### src/rtl/irq_ctl_pkg.sv
package irq_ctl_pkg;
  typedef enum logic [3:0] {
    A_PEND  = 4'd0,
    A_MODE  = 4'd1,
    A_MASK  = 4'd2,
    A_ACT   = 4'd3,
    A_OFFS  = 4'd4,
    A_SPEND = 4'd5,
    A_SMASK = 4'd6,
    A_EPEND = 4'd7,
    A_EMASK = 4'd8
  } reg_addr_e;
endpackage

### src/rtl/irq_pend_reg.sv
// Sticky pending register: set from requests, cleared by write-one.
module irq_pend_reg #(
  parameter int W = 32
) (
  input  logic         clk,
  input  logic         rst,
  input  logic [W-1:0] set,
  input  logic         clr_we,
  input  logic [W-1:0] clr_bits,
  output logic [W-1:0] q
);
  logic [W-1:0] clr_eff;
  assign clr_eff = clr_we ? clr_bits : '0;

  always_ff @(posedge clk) begin
    if (rst) q <= '0;
    else     q <= (q & ~clr_eff) | set;   // a new request beats a clear
  end
endmodule

### src/rtl/irq_cfg_reg.sv
// Plain read/write configuration register with a reset value.
module irq_cfg_reg #(
  parameter int           W   = 32,
  parameter logic [W-1:0] RST = '0
) (
  input  logic         clk,
  input  logic         rst,
  input  logic         we,
  input  logic [W-1:0] d,
  output logic [W-1:0] q
);
  always_ff @(posedge clk) begin
    if (rst)     q <= RST;
    else if (we) q <= d;
  end
endmodule

### src/rtl/irq_fold.sv
// OR-reduces masked sub-source and external groups onto primary bits.
module irq_fold #(
  parameter int NUM_PRI  = 32,
  parameter int NUM_UART = 3,
  parameter int SUB_W    = 15,
  parameter int EXT_W    = 24,
  parameter int UART_POS [NUM_UART] = '{28, 23, 15},
  parameter int ADC_POS  = 31,
  parameter int EXTL_POS = 4,
  parameter int EXTH_POS = 5
) (
  input  logic [SUB_W-1:0]   sub_act,
  input  logic [EXT_W-1:0]   ext_act,
  output logic [NUM_PRI-1:0] fold
);
  localparam int ADC_LSB = 3 * NUM_UART;

  logic [NUM_UART-1:0] uart_hit;

  genvar u;
  generate
    for (u = 0; u < NUM_UART; u++) begin : g_uart
      assign uart_hit[u] = |sub_act[3*u +: 3];
    end
  endgenerate

  always_comb begin
    fold = '0;
    for (int k = 0; k < NUM_UART; k++)
      if (uart_hit[k]) fold[UART_POS[k]] = 1'b1;
    if (|sub_act[ADC_LSB +: 2])   fold[ADC_POS]  = 1'b1;
    if (|ext_act[7:4])            fold[EXTL_POS] = 1'b1;
    if (|ext_act[EXT_W-1:8])      fold[EXTH_POS] = 1'b1;
  end
endmodule

### src/rtl/irq_prio.sv
// Lowest-index-wins picker: one-hot result plus index.
module irq_prio #(
  parameter int W  = 32,
  localparam int IW = $clog2(W)
) (
  input  logic [W-1:0]  vec,
  output logic [W-1:0]  onehot,
  output logic [IW-1:0] idx
);
  always_comb begin
    onehot = '0;
    idx    = '0;
    for (int i = W - 1; i >= 0; i--) begin
      if (vec[i]) begin
        onehot    = '0;
        onehot[i] = 1'b1;
        idx       = IW'(i);
      end
    end
  end
endmodule

### src/rtl/irq_ctl_2lvl.sv
module irq_ctl_2lvl
  import irq_ctl_pkg::*;
#(
  parameter int NUM_PRI  = 32,
  parameter int NUM_UART = 3,
  parameter int SUB_W    = 15,
  parameter int EXT_W    = 24,
  parameter int UART_POS [NUM_UART] = '{28, 23, 15},
  parameter int ADC_POS  = 31,
  parameter int EXTL_POS = 4,
  parameter int EXTH_POS = 5
) (
  input  logic               clk,
  input  logic               rst,
  input  logic [NUM_PRI-1:0] pri_req,
  input  logic [SUB_W-1:0]   sub_req,
  input  logic [EXT_W-1:0]   ext_req,
  input  logic               reg_we,
  input  logic [3:0]         reg_addr,
  input  logic [NUM_PRI-1:0] reg_wdata,
  output logic [NUM_PRI-1:0] reg_rdata,
  output logic               fiq_n,
  output logic               irq_n
);
  localparam int IW = $clog2(NUM_PRI);
  localparam logic [EXT_W-1:0] EXT_MASK_RST = {{(EXT_W-4){1'b1}}, 4'b0000};

  reg_addr_e addr;
  assign addr = reg_addr_e'(reg_addr);

  logic we_pend, we_mode, we_mask, we_spend, we_smask, we_epend, we_emask;
  assign we_pend  = reg_we && addr == A_PEND;
  assign we_mode  = reg_we && addr == A_MODE;
  assign we_mask  = reg_we && addr == A_MASK;
  assign we_spend = reg_we && addr == A_SPEND;
  assign we_smask = reg_we && addr == A_SMASK;
  assign we_epend = reg_we && addr == A_EPEND;
  assign we_emask = reg_we && addr == A_EMASK;

  logic [NUM_PRI-1:0] pend_q, mask_q, mode_q, fold, pri_set;
  logic [SUB_W-1:0]   spend_q, smask_q, sub_act;
  logic [EXT_W-1:0]   epend_q, emask_q, ext_act;
  logic [NUM_PRI-1:0] act_all, act_vec;
  logic [IW-1:0]      act_idx;

  // second level: sub-source and external pending + masks
  irq_pend_reg #(.W(SUB_W)) u_spend (
    .clk(clk), .rst(rst), .set(sub_req), .clr_we(we_spend),
    .clr_bits(reg_wdata[SUB_W-1:0]), .q(spend_q));
  irq_cfg_reg #(.W(SUB_W), .RST({SUB_W{1'b1}})) u_smask (
    .clk(clk), .rst(rst), .we(we_smask), .d(reg_wdata[SUB_W-1:0]), .q(smask_q));
  irq_pend_reg #(.W(EXT_W)) u_epend (
    .clk(clk), .rst(rst), .set(ext_req), .clr_we(we_epend),
    .clr_bits(reg_wdata[EXT_W-1:0]), .q(epend_q));
  irq_cfg_reg #(.W(EXT_W), .RST(EXT_MASK_RST)) u_emask (
    .clk(clk), .rst(rst), .we(we_emask), .d(reg_wdata[EXT_W-1:0]), .q(emask_q));

  assign sub_act = spend_q & ~smask_q;
  assign ext_act = epend_q & ~emask_q;

  irq_fold #(
    .NUM_PRI(NUM_PRI), .NUM_UART(NUM_UART), .SUB_W(SUB_W), .EXT_W(EXT_W),
    .UART_POS(UART_POS), .ADC_POS(ADC_POS), .EXTL_POS(EXTL_POS), .EXTH_POS(EXTH_POS)
  ) u_fold (.sub_act(sub_act), .ext_act(ext_act), .fold(fold));

  // first level: primary pending, mask, mode
  assign pri_set = pri_req | fold;

  irq_pend_reg #(.W(NUM_PRI)) u_pend (
    .clk(clk), .rst(rst), .set(pri_set), .clr_we(we_pend),
    .clr_bits(reg_wdata), .q(pend_q));
  irq_cfg_reg #(.W(NUM_PRI), .RST({NUM_PRI{1'b1}})) u_mask (
    .clk(clk), .rst(rst), .we(we_mask), .d(reg_wdata), .q(mask_q));
  irq_cfg_reg #(.W(NUM_PRI), .RST('0)) u_mode (
    .clk(clk), .rst(rst), .we(we_mode), .d(reg_wdata), .q(mode_q));

  assign act_all = pend_q & ~mask_q;

  irq_prio #(.W(NUM_PRI)) u_prio (
    .vec(act_all & ~mode_q), .onehot(act_vec), .idx(act_idx));

  // registered outputs
  logic fiq_n_q, irq_n_q;
  logic [NUM_PRI-1:0] rdata_q, rdata_d;

  always_comb begin
    rdata_d = '0;
    case (addr)
      A_PEND:  rdata_d = pend_q;
      A_MODE:  rdata_d = mode_q;
      A_MASK:  rdata_d = mask_q;
      A_ACT:   rdata_d = act_vec;
      A_OFFS:  rdata_d = NUM_PRI'(act_idx);
      A_SPEND: rdata_d = NUM_PRI'(spend_q);
      A_SMASK: rdata_d = NUM_PRI'(smask_q);
      A_EPEND: rdata_d = NUM_PRI'(epend_q);
      A_EMASK: rdata_d = NUM_PRI'(emask_q);
      default: rdata_d = '0;
    endcase
  end

  always_ff @(posedge clk) begin
    if (rst) begin
      fiq_n_q <= 1'b1;
      irq_n_q <= 1'b1;
      rdata_q <= '0;
    end else begin
      fiq_n_q <= ~|(act_all & mode_q);
      irq_n_q <= ~|(act_all & ~mode_q);
      rdata_q <= rdata_d;
    end
  end

  assign fiq_n     = fiq_n_q;
  assign irq_n     = irq_n_q;
  assign reg_rdata = rdata_q;
endmodule

### config.mk
export PLATFORM = sky130hd
export DESIGN_NAME = irq_ctl_2lvl
export DESIGN_NICKNAME = d
export VERILOG_FILES = /design/src/rtl/irq_ctl_pkg.sv /design/src/rtl/irq_pend_reg.sv /design/src/rtl/irq_cfg_reg.sv /design/src/rtl/irq_fold.sv /design/src/rtl/irq_prio.sv /design/src/rtl/irq_ctl_2lvl.sv
export SDC_FILE = /design/constraint.sdc
export NUM_CORES = 1
export LEC_CHECK = 0
export ABC_AREA = 1
export BUFFER_PORTS_ARGS = -buffer_cell sky130_fd_sc_hd__clkbuf_2
export CAP_MARGIN = 20
export CORE_UTILIZATION = 59
export DETAILED_ROUTE_END_ITERATION = 7
export PLACE_DENSITY_LB_ADDON = 0.15
export SLEW_MARGIN = 20
export SYNTH_ARGS = -nofsm -noshare
export SYNTH_HDL_FRONTEND = slang
export SYNTH_HIERARCHICAL = 1
export SYNTH_SLANG_ARGS = --single-unit
### constraint.sdc
create_clock -name clk -period 2.37 [get_ports clk]
set_input_delay 0.1185 -clock clk [delete_from_list [all_inputs] [get_ports clk]]
set_output_delay 0.1185 -clock clk [all_outputs]
set_load 0.01 [all_outputs]
==> run_results.csv <==
group,metric,value,unit
run_status,status,"complete, no violations",
timing,fmax,425,MHz
die,ios,144,
pwr,p_int,0.00615,W
clocking,cts_root_buf,"clkbuf_16",
route,wl,36600,um
critical_path,cp.arrival,2.75,ns
yosys,synth_warnings,6,
timing,report.final.slew_viol_count,0,
die,core,19400,sq um
final_layout,diodes,0,
placement,dp_worst_setup_slack,-0.0335,ns
pwr,swShare,26.5,%
clocking,cts_buffers,23,
grt,grt_use_total,36.3,%
pwr,p_per_area,589,nW/um^2
die,initial_core_util,60.0,%
pwr,p_comb_share,13.0,%
critical_path,cp-start-kind,"flop",
yosys,synth.avg_cell_area,6.27,sq um
clocking,cts.clk_slew.worst_paths,0.06,ns
timing,worstMarginPinSlew,0.986,ns
placement,io_buffers,143,
route,drt_first_pass_iters,5,
final_layout,post-route-util,73.3,%
pwr,pwr-share-seq,45.1,%
final_layout,fillerInstances,1644,
final_layout,area_delta_synth_final,22.1,%
pwr,ir_drop,0.565,mV
placement,routabilityCongestion,0.945,
clocking,cts_max_level,1,
die,die_area,20300,sq um
pwr,pwr-share-clk,41.9,%
clocking,cts_tree,"built",
timing,finalCriticalPeriod,2.35,ns
route,wl_per_cell,15.4,um
timing,final.period_utilization,99.3,%
grt,antenna_found_initial,0,
final_layout,finalNetCount,2211,
critical_path,critPathMaxFanout,3,
yosys,syn_area,11600,sq um
die,row_count,51,
route,antenna_left,0,
die,fp.dieH,142,um
timing,grt_setup_unrepaired,"yes",
critical_path,r2r_setup_slack,0.02,ns
critical_path,max_stage_delay,0.32,ns
hold_path,hp-class,"in -> reg",
timing,finalWorstSetupSlack,0.0174,ns
die,die_w,142,um
clocking,cts_sinks,208,
grt,grt_pass1_vias,11600,
placement,hpwl,23700,um
route,drc_errors,0,
route,drt-vias-per-instance,5.20,
clocking,cts_buffer_depth,3,
timing,fin_worst_skew,0.00845,ns
critical_path,path_class,"reg -> reg",
route,first_iter_violations,1152,
timing,setup_viol,0,
timing,final-hold-violation-count,0,
grt,grt-ovfl-total,0,
timing,holdWs,0.0133,ns
yosys,synth_cells,1857,
critical_path,slowest_stage,"dfxtp_2",
critical_path,crit_path_end_kind,"flop",
timing,maxSlewHeadroom,34.2,%
clocking,worstSkewPairLatency,0.52,ns
critical_path,worstPathRequired,2.77,ns
grt,grt_max_degree,45,
job,cap_viol_max_count,0,
pwr,switchingPower,0.00222,W
grt,grt_first_pass_wirelength,58000,um
pwr,leakage,7.76,nW
final_layout,drive_gt1_share,17.1,%
route,route.vias.total,12400,
critical_path,cpMostUsedCell,"nand2_1",
metal layers:
layer / share of wire, % / GRT usage [%] / routed length, um / up-vias
met5: 0 / 0 / 0 / -
met4: 4.4 / 16.5 / 1600 / 0
met3: 8.9 / 5.32 / 3260 / 113
met2: 46 / 60.6 / 16900 / 614
met1: 41 / 46.2 / 14900 / 5549
li1: - / - / - / 6104
sequential cells by signal, summed over array words and instances, names as in the netlist:
| name | count |
|---|---|
| fiq_n | 1 |
| irq_n | 1 |
| reg_rdata | 32 |
| u_emask/q | 24 |
| u_epend/q | 24 |
| u_mask/q | 32 |
| u_mode/q | 32 |
| u_pend/q | 32 |
| u_smask/q | 15 |
| u_spend/q | 15 |
layout by cell type, fill, tap and decap left out, drive strengths merged:
cell type	count
a21oi	92
dfxtp	208
o22ai	5
nand2	591
o21ai	23
dlygate4sd3	104
nand3	207
o211ai	12
clkinv	5
conb	26
or2	33
nand3b	11
buf	44
o21a	1
o31ai	1
nand4	2
nor3	15
inv	293
or3	4
nor2	250
clkbuf	180
nor4	11
area by class of cell:
class	count	area, sq um	share of cell area, %
Multi-Input combinational cell	1284	5780	40.6
Sequential cell	208	4170	29.4
Timing Repair Buffer	290	2080	14.7
Inverter	294	1110	7.84
Clock buffer	38	712	5.01
Tap cell	265	332	2.33
Clock inverter	4	23.8	0.167
power by group through the flow:
| stage | clock network [W] | logic (W) | registers (W) |
|---|---|---|---|
| floorplan | 0 | 0.000585 | 0.00383 |
| global placement | 0 | 0.000892 | 0.00384 |
| detailed placement | 0 | 0.000905 | 0.00384 |
| CTS | 0.00352 | 0.00105 | 0.00377 |
| global route | 0.00367 | 0.00119 | 0.00379 |
| finish | 0.00350 | 0.00109 | 0.00378 |
critical path: cells and delay by family (launching register included):
family | cells | cell delay, ns
and+or+nand+nor | 30 | 1.57
AOI/OAI and AO/OA | 2 | 0.12
DFF | 1 | 0.32
buffers and inverters | 4 | 0.23
path summary, 6_finish.rpt:
check | cells past startpoint | end | from
min reg2reg | 2 | u_mask/q[20] | u_mask/q[20]
max | 36 | reg_rdata[0] | u_mask/q[30]
max reg2reg | 36 | reg_rdata[0] | u_mask/q[30]
min | 3 | u_emask/q[9] | reg_wdata[9]
per-stage QoR:
stage,std cells,total power [W],instance area (sq um),TNS (ns)
final,2383,0.00837,14200,0
after global routing,2383,0.00866,14200,-1.54
after CTS,2383,0.00834,14200,0
after detailed placement,2236,0.00475,12400,-0.0335
after global placement,2236,0.00473,12400,-0.0266
after floorplan,1882,0.00441,11700,0
what timing repair did:
item                                   in CTS  in global routing
gates cloned                                0                  0
setup endpoints to repair                   1                 18
hold buffers                              104                  0
buffers inserted                            1                  0
pin swaps                                   1                  4
endpoints found under the hold margin     144                  0
gates resized for setup                     8                 11
(Power assumes the default switching activity.)
